File: config.mk
export PLATFORM = sky130hd
export DESIGN_NAME = cnt_wdt
export DESIGN_NICKNAME = d
export VERILOG_FILES = /design/src/rtl/cnt_wdt_pkg.sv /design/src/rtl/cnt_wdt_regs.sv /design/src/rtl/cnt_wdt_timer.sv /design/src/rtl/cnt_wdt_cmp.sv /design/src/rtl/cnt_wdt.sv
export SDC_FILE = /design/constraint.sdc
export NUM_CORES = 1
export LEC_CHECK = 0
export ABC_AREA = 1
export BUFFER_PORTS_ARGS = -buffer_cell sky130_fd_sc_hd__buf_2
export CAP_MARGIN = 15
export CORE_ASPECT_RATIO = 1.75
export CORE_MARGIN = 10
export CORE_UTILIZATION = 61
export CTS_CLUSTER_DIAMETER = 30
export CTS_CLUSTER_SIZE = 12
export DETAILED_ROUTE_END_ITERATION = 8
export PLACE_DENSITY = 0.88
export RECOVER_POWER = 25
export REMOVE_ABC_BUFFERS = 1
export SLEW_MARGIN = 20
export SYNTH_ARGS = -nofsm -noshare
export SYNTH_HDL_FRONTEND = slang
export SYNTH_SLANG_ARGS = --single-unit
File: constraint.sdc
create_clock -name clk_i -period 2.6 [get_ports clk_i]
set_clock_uncertainty 0.05 [all_clocks]
set_input_delay 0.52 -clock clk_i [delete_from_list [all_inputs] [get_ports clk_i]]
set_output_delay 0.52 -clock clk_i [all_outputs]
set_load 0.1 [all_outputs]
File: src/rtl/cnt_wdt_pkg.sv
package cnt_wdt_pkg;
  typedef enum logic [2:0] {
    A_MODE    = 3'd0,
    A_CTRL    = 3'd1,
    A_CNT_LO  = 3'd2,
    A_CNT_HI  = 3'd3,
    A_CH_MODE = 3'd4,
    A_OFFSET  = 3'd5,
    A_CMP     = 3'd6
  } reg_addr_e;

  localparam int unsigned MODE_EN_BIT   = 7;
  localparam int unsigned MODE_IDLE_BIT = 6;
  localparam int unsigned CTRL_RUN_BIT  = 0;
  localparam logic [7:0]  SW_TIMER_CODE = 8'h48;
  localparam logic [7:0]  OFFSET_RST    = 8'hFF;
endpackage

File: src/rtl/cnt_wdt_regs.sv
module cnt_wdt_regs
  import cnt_wdt_pkg::*;
#(
  parameter int unsigned DATA_W = 8,
  parameter int unsigned SEL_W  = 3
) (
  input  logic              clk_i,
  input  logic              rst_ni,
  input  logic              clr_i,
  input  logic              wr_i,
  input  logic [2:0]        addr_i,
  input  logic [DATA_W-1:0] wdata_i,
  output logic              wd_en_o,
  output logic              idle_stop_o,
  output logic [SEL_W-1:0]  clk_sel_o,
  output logic              run_o,
  output logic [DATA_W-1:0] ch_mode_o,
  output logic [DATA_W-1:0] offset_o,
  output logic              cnt_lo_we_o,
  output logic              cnt_hi_we_o,
  output logic              cmp_we_o,
  output logic              svc_o
);
  logic              wd_en_q, idle_q, run_q;
  logic [SEL_W-1:0]  sel_q;
  logic [DATA_W-1:0] ch_mode_q, offset_q;
  logic              lock;
  logic              wr_mode, wr_ctrl, wr_ch, wr_off, wr_cmp;

  assign lock    = wd_en_q;
  assign wr_mode = wr_i && (addr_i == A_MODE);
  assign wr_ctrl = wr_i && (addr_i == A_CTRL);
  assign wr_ch   = wr_i && (addr_i == A_CH_MODE);
  assign wr_off  = wr_i && (addr_i == A_OFFSET);
  assign wr_cmp  = wr_i && (addr_i == A_CMP);

  assign cnt_lo_we_o = wr_i && (addr_i == A_CNT_LO) && !lock;
  assign cnt_hi_we_o = wr_i && (addr_i == A_CNT_HI) && !lock;
  assign cmp_we_o    = wr_cmp && !lock;
  assign svc_o       = wr_cmp && lock;

  always_ff @(posedge clk_i or negedge rst_ni) begin
    if (!rst_ni) begin
      wd_en_q   <= 1'b1;
      idle_q    <= 1'b0;
      sel_q     <= '0;
      run_q     <= 1'b0;
      ch_mode_q <= '0;
      offset_q  <= OFFSET_RST;
    end else if (clr_i) begin
      wd_en_q   <= 1'b1;
      idle_q    <= 1'b0;
      sel_q     <= '0;
      run_q     <= 1'b0;
      ch_mode_q <= '0;
      offset_q  <= OFFSET_RST;
    end else begin
      if (wr_mode) begin
        wd_en_q <= wdata_i[MODE_EN_BIT];
        if (!lock) begin
          idle_q <= wdata_i[MODE_IDLE_BIT];
          sel_q  <= wdata_i[SEL_W-1:0];
        end
      end
      if (wr_ctrl)         run_q     <= wdata_i[CTRL_RUN_BIT];
      if (wr_ch && !lock)  ch_mode_q <= wdata_i;
      if (wr_off)          offset_q  <= wdata_i;
    end
  end

  assign wd_en_o     = wd_en_q;
  assign idle_stop_o = idle_q;
  assign clk_sel_o   = sel_q;
  assign run_o       = run_q;
  assign ch_mode_o   = lock ? SW_TIMER_CODE : ch_mode_q;
  assign offset_o    = offset_q;


  mode_frozen_chk: assert property (@(posedge clk_i) disable iff (!rst_ni)
    (wd_en_q && !clr_i) |=> ($stable(sel_q) && $stable(idle_q)));


  ch_mode_frozen_chk: assert property (@(posedge clk_i) disable iff (!rst_ni)
    (wd_en_q && !clr_i) |=> $stable(ch_mode_q));
endmodule

File: src/rtl/cnt_wdt_timer.sv
module cnt_wdt_timer #(
  parameter int unsigned DATA_W = 8
) (
  input  logic              clk_i,
  input  logic              rst_ni,
  input  logic              clr_i,
  input  logic              tick_i,
  input  logic              idle_i,
  input  logic              wd_en_i,
  input  logic              run_i,
  input  logic              idle_stop_i,
  input  logic              lo_we_i,
  input  logic              hi_we_i,
  input  logic [DATA_W-1:0] wdata_i,
  output logic [DATA_W-1:0] cnt_lo_o,
  output logic [DATA_W-1:0] cnt_hi_o,
  output logic [DATA_W-1:0] hi_next_o,
  output logic              ovf_o
);
  localparam int unsigned CNT_W = 2 * DATA_W;

  logic [DATA_W-1:0] lo_q, hi_q;
  logic              running, paused, step;

  assign running = wd_en_i || run_i;
  // idle-stop only honoured with the watchdog off
  assign paused  = !wd_en_i && idle_stop_i && idle_i;
  assign step    = tick_i && running && !paused && !lo_we_i && !hi_we_i;

  always_ff @(posedge clk_i or negedge rst_ni) begin
    if (!rst_ni) begin
      lo_q <= '0;
      hi_q <= '0;
    end else if (clr_i) begin
      lo_q <= '0;
      hi_q <= '0;
    end else begin
      if (lo_we_i) lo_q <= wdata_i;
      if (hi_we_i) hi_q <= wdata_i;
      if (step) begin
        lo_q <= lo_q + 1'b1;
        if (&lo_q) hi_q <= hi_q + 1'b1;
      end
    end
  end

  assign cnt_lo_o  = lo_q;
  assign cnt_hi_o  = hi_q;
  assign hi_next_o = hi_q + 1'b1;
  assign ovf_o     = step && (&lo_q);


  forced_run_chk: assert property (@(posedge clk_i) disable iff (!rst_ni)
    (wd_en_i && tick_i && !clr_i) |=>
      ({hi_q, lo_q} == CNT_W'($past({hi_q, lo_q}) + 1'b1)));
endmodule

File: src/rtl/cnt_wdt_cmp.sv
module cnt_wdt_cmp #(
  parameter int unsigned DATA_W = 8
) (
  input  logic              clk_i,
  input  logic              rst_ni,
  input  logic              wd_en_i,
  input  logic              ovf_i,
  input  logic [DATA_W-1:0] hi_next_i,
  input  logic [DATA_W-1:0] cnt_hi_i,
  input  logic [DATA_W-1:0] offset_i,
  input  logic              svc_i,
  input  logic              cmp_we_i,
  input  logic [DATA_W-1:0] wdata_i,
  output logic [DATA_W-1:0] cmp_o,
  output logic              match_o,
  output logic              wd_rst_o
);
  logic [DATA_W-1:0] cmp_q, reload;
  logic              rst_q;

  assign reload  = cnt_hi_i + offset_i;
  assign match_o = wd_en_i && ovf_i && (hi_next_i == cmp_q);

  always_ff @(posedge clk_i or negedge rst_ni) begin
    if (!rst_ni) begin
      cmp_q <= '0;
      rst_q <= 1'b0;
    end else begin
      rst_q <= match_o;
      if (match_o)       cmp_q <= '0;
      else if (svc_i)    cmp_q <= reload;
      else if (cmp_we_i) cmp_q <= wdata_i;
    end
  end

  assign cmp_o    = cmp_q;
  assign wd_rst_o = rst_q;


  single_pulse_chk: assert property (@(posedge clk_i) disable iff (!rst_ni)
    wd_rst_o |=> !wd_rst_o);


  service_load_chk: assert property (@(posedge clk_i) disable iff (!rst_ni)
    (svc_i && !match_o) |=> (cmp_q == DATA_W'($past(cnt_hi_i) + $past(offset_i))));


  no_rst_disabled_chk: assert property (@(posedge clk_i) disable iff (!rst_ni)
    !wd_en_i |=> !wd_rst_o);
endmodule

File: src/rtl/cnt_wdt.sv
module cnt_wdt
  import cnt_wdt_pkg::*;
#(
  parameter int unsigned DATA_W = 8,
  parameter int unsigned SEL_W  = 3
) (
  input  logic              clk_i,
  input  logic              rst_ni,
  input  logic              tick_i,
  input  logic              idle_i,
  input  logic              wr_i,
  input  logic [2:0]        addr_i,
  input  logic [DATA_W-1:0] wdata_i,
  output logic [DATA_W-1:0] rdata_o,
  output logic [SEL_W-1:0]  clk_sel_o,
  output logic              wd_rst_o
);
  localparam int unsigned PAD_W = DATA_W - 2 - SEL_W;

  logic              wd_en, idle_stop, run;
  logic [DATA_W-1:0] ch_mode, offset, cnt_lo, cnt_hi, hi_next, cmp;
  logic              lo_we, hi_we, cmp_we, svc, ovf, match;

  cnt_wdt_regs #(.DATA_W(DATA_W), .SEL_W(SEL_W)) u_regs (
    .clk_i(clk_i), .rst_ni(rst_ni), .clr_i(match),
    .wr_i(wr_i), .addr_i(addr_i), .wdata_i(wdata_i),
    .wd_en_o(wd_en), .idle_stop_o(idle_stop), .clk_sel_o(clk_sel_o),
    .run_o(run), .ch_mode_o(ch_mode), .offset_o(offset),
    .cnt_lo_we_o(lo_we), .cnt_hi_we_o(hi_we),
    .cmp_we_o(cmp_we), .svc_o(svc)
  );

  cnt_wdt_timer #(.DATA_W(DATA_W)) u_timer (
    .clk_i(clk_i), .rst_ni(rst_ni), .clr_i(match),
    .tick_i(tick_i), .idle_i(idle_i),
    .wd_en_i(wd_en), .run_i(run), .idle_stop_i(idle_stop),
    .lo_we_i(lo_we), .hi_we_i(hi_we), .wdata_i(wdata_i),
    .cnt_lo_o(cnt_lo), .cnt_hi_o(cnt_hi), .hi_next_o(hi_next), .ovf_o(ovf)
  );

  cnt_wdt_cmp #(.DATA_W(DATA_W)) u_cmp (
    .clk_i(clk_i), .rst_ni(rst_ni), .wd_en_i(wd_en),
    .ovf_i(ovf), .hi_next_i(hi_next), .cnt_hi_i(cnt_hi), .offset_i(offset),
    .svc_i(svc), .cmp_we_i(cmp_we), .wdata_i(wdata_i),
    .cmp_o(cmp), .match_o(match), .wd_rst_o(wd_rst_o)
  );

  always_comb begin
    rdata_o = '0;
    unique case (addr_i)
      A_MODE:    rdata_o = {wd_en, idle_stop, {PAD_W{1'b0}}, clk_sel_o};
      A_CTRL:    rdata_o = {{(DATA_W-1){1'b0}}, run};
      A_CNT_LO:  rdata_o = cnt_lo;
      A_CNT_HI:  rdata_o = cnt_hi;
      A_CH_MODE: rdata_o = ch_mode;
      A_OFFSET:  rdata_o = offset;
      A_CMP:     rdata_o = cmp;
      default:   rdata_o = '0;
    endcase
  end


  cnt_lock_chk: assert property (@(posedge clk_i) disable iff (!rst_ni)
    (wd_en && !tick_i && !match) |=> ($stable(cnt_lo) && $stable(cnt_hi)));
endmodule

==> flow_summary.json <==
{
  "outcome": "finished clean",
  "layout_common_cells": "nand2_1, inv_1, nand3_1, o21ai_0, dfrtp_1",
  "clock-sinks": 47,
  "antenna_left": 0,
  "cts_tree": "yes",
  "rr_endpoint": "u_regs.run_o$_DFFE_PN0P_",
  "period_share_pct": 94.7,
  "numPortBuffers": 27,
  "min_from": "wdata_i[1]",
  "place_area_sq_um": 3810,
  "place.gp.congestion": 0.986,
  "final_nets": 526,
  "grt.total_usage_pct": 24.1,
  "ys_warn_count": 0,
  "cellLeakagePower_uw": 0.00195,
  "fillers": 477,
  "worst_hold_path.num_cells": 3,
  "ir_drop_mv": 0.524,
  "synth_area_sq_um": 3480,
  "maxSlewHeadroom_pct": 20.6,
  "area_growth_pct": 11.9,
  "dpl.hpwl_um": 8360,
  "synth_edf_count": 0,
  "synthDistinctLibCells": 47,
  "design_area_sq_um": 3890,
  "clock_latency_ns": 0.32,
  "hold_viol": 0,
  "drt_iter0_markers": 317,
  "rr_startpoint": "u_regs.wd_en_o$_DFFE_PN1P_",
  "clk_pin_slew_ns": 0.08,
  "grt_pass1_vias": 3467,
  "worstMarginPinSlew_ns": 1.19,
  "final_common_cell": "nand2_1",
  "die_h_um": 120,
  "clock_path_buffers": 2,
  "ios": 28,
  "crit_type": "input pin to primary output",
  "top_layer": "met4",
  "htreeDepth": 2,
  "core_area_sq_um": 5540,
  "antenna_cells": 0,
  "rows": 36,
  "start_util_pct": 62.8,
  "p_per_area_nw_per_um2": 759,
  "dp_slack_ns": 0.133,
  "cts_buffers": 5,
  "synth_async_sr_flop_share_pct": 100,
  "drt-met1-wl_um": 3730,
  "max_freq_mhz": 406,
  "netlist_instances": 469,
  "finalMaxSlewViolations": 0,
  "grt_pass1_wl_um": 17600,
  "wire_per_inst_um": 18.9,
  "die_width_um": 77.1,
  "cts_root_buffer": "clkbuf_8",
  "seq_area_frac_synth_pct": 34.1,
  "cp_max_fo": 6,
  "drt-vias-per-instance": 6.08,
  "holdWs_ns": 0.417,
  "hp-class": "input pin to register",
  "rsz0062_at_grt": "no",
  "required_ns": 2.03,
  "fin_cells": 577,
  "route.met2.wl_um": 5380,
  "setup_viol": 0,
  "drt-pass1-iter-count": 5,
  "vias": 3507,
  "synth_seq_cells": 47,
  "grt_max_degree": 48,
  "grt.overflow.total": 0,
  "startpoint_type": "input pin",
  "wl_um": 10900,
  "multi_input_area_sq_um": 1980,
  "antenna_found_initial": 0,
  "cp.arrival_ns": 1.89,
  "min_to": "u_regs.ch_mode_q[1]$_DFFE_PN0P_",
  "reg2reg_slack_ns": 0.32,
  "endpoint_kind": "primary output",
  "drive_above_1_share_pct": 16.8,
  "fin_ws_ns": 0.138,
  "drv_cap": 0,
  "placed_cells": 569,
  "dieArea_sq_um": 9240,
  "drc": 0,
  "r2r.worst_path.cells": 11,
  "syn_area_per_cell_sq_um": 7.42,
  "post-route-min-period_ns": 2.46,
  "synth_flop_cell": "dfrtp_1",
  "final-seq-area_sq_um": 1190,
  "wl_met3_um": 863
}
-- cell families (layout without fill, tap and decap cells) --
family                   after synthesis  count (layout)  share of synthesized area [%]
AO/OA/AOI/OAI                         97              97                           16.8
XOR/XNOR                              11              11                           3.17
adder cells (fa/ha/maj)               10              10                           3.81
buffers and inverters                 71             103                           9.14
flip-flops                            47              47                           34.1
AND/OR/NAND/NOR                      233             233                           33.0
-- worst max-delay path by stage --
stage	from	end	slack [ns]
after floorplan	addr_i[0]	rdata_o[3]	-0.83
after global placement	addr_i[0]	rdata_o[6]	0.20
after detailed placement	addr_i[0]	rdata_o[6]	0.13
after CTS	addr_i[0]	rdata_o[6]	0.12
after global routing	addr_i[1]	rdata_o[3]	0.01
final	addr_i[1]	rdata_o[3]	0.14
-- layout make-up --
type                    instances  share of cell area (%)
inverters                      62                    6.11
repair buffers                 33                    7.65
clock inverters                 1                   0.129
clock buffers                   7                    2.22
multi-input cells             351                    50.9
flip-flops and latches         47                    30.5
well taps                      76                    2.44
-- synthesized netlist by cell type, types with 3 or more instances --
cell,instances,area [sq um]
a21oi_1,16,80.1
a221oi_1,3,26.3
a22oi_1,3,22.5
buf_6,3,33.8
dfrtp_1,38,951
dfstp_2,9,236
ha_1,9,113
inv_1,53,199
inv_2,5,18.8
nand2_1,115,432
nand2_8,3,60.1
nand3_1,49,245
nand3_2,3,30.0
nand4_1,8,50.1
nor2_1,36,135
nor2_2,4,25.0
nor2_4,3,33.8
o211ai_1,9,67.6
o21ai_0,43,215
o21ai_1,5,25.0
o21ai_2,6,52.6
xnor2_1,3,26.3
xor2_1,7,61.3
-- state kept, by name (all words and copies together), names as in the netlist --
name                count
u_cmp.cmp_o             8
u_cmp.wd_rst_o          1
u_regs.ch_mode_q        8
u_regs.clk_sel_o        3
u_regs.idle_stop_o      1
u_regs.offset_o         8
u_regs.run_o            1
u_regs.wd_en_o          1
u_timer.cnt_hi_o        8
u_timer.cnt_lo_o        8
-- critical path: stages --
cell,delay (ns)
buf_2,0.16
nor2_1,0.07
nand2_1,0.06
clkinv_1,0.20
o21ai_0,0.13
o21ai_0,0.10
a221oi_1,0.22
o21ai_0,0.21
buf_12,0.22
-- where the power goes --
group,total (uW),switching (uW),internal [uW]
combinational,1340,873,462
clock,474,259,215
sequential,1150,231,915
-- per-stage QoR --
step           TNS [ns]  utilization, %  power [uW]
2_1_floorplan     -2.40               -        2020
3_3_place_gp          0            68.7        2420
3_5_place_dp          0            68.7        2460
4_1_cts               0            70.3        2930
5_1_grt               0            70.2        3130
6_report              0            70.2        2960
-- what timing repair did --
item | CTS | global route
resized for setup | 0 | 2
buffers inserted | 0 | 0
hold buffers | 0 | 0
setup endpoints to repair | 0 | 2
-- per-layer routing --
layer	track usage (%)	up-vias
li1	-	1629
met1	24.2	1637
met2	41.1	174
met3	5.53	67
met4	20.3	0
met5	0	-
Power figures use the tool's default switching activity.
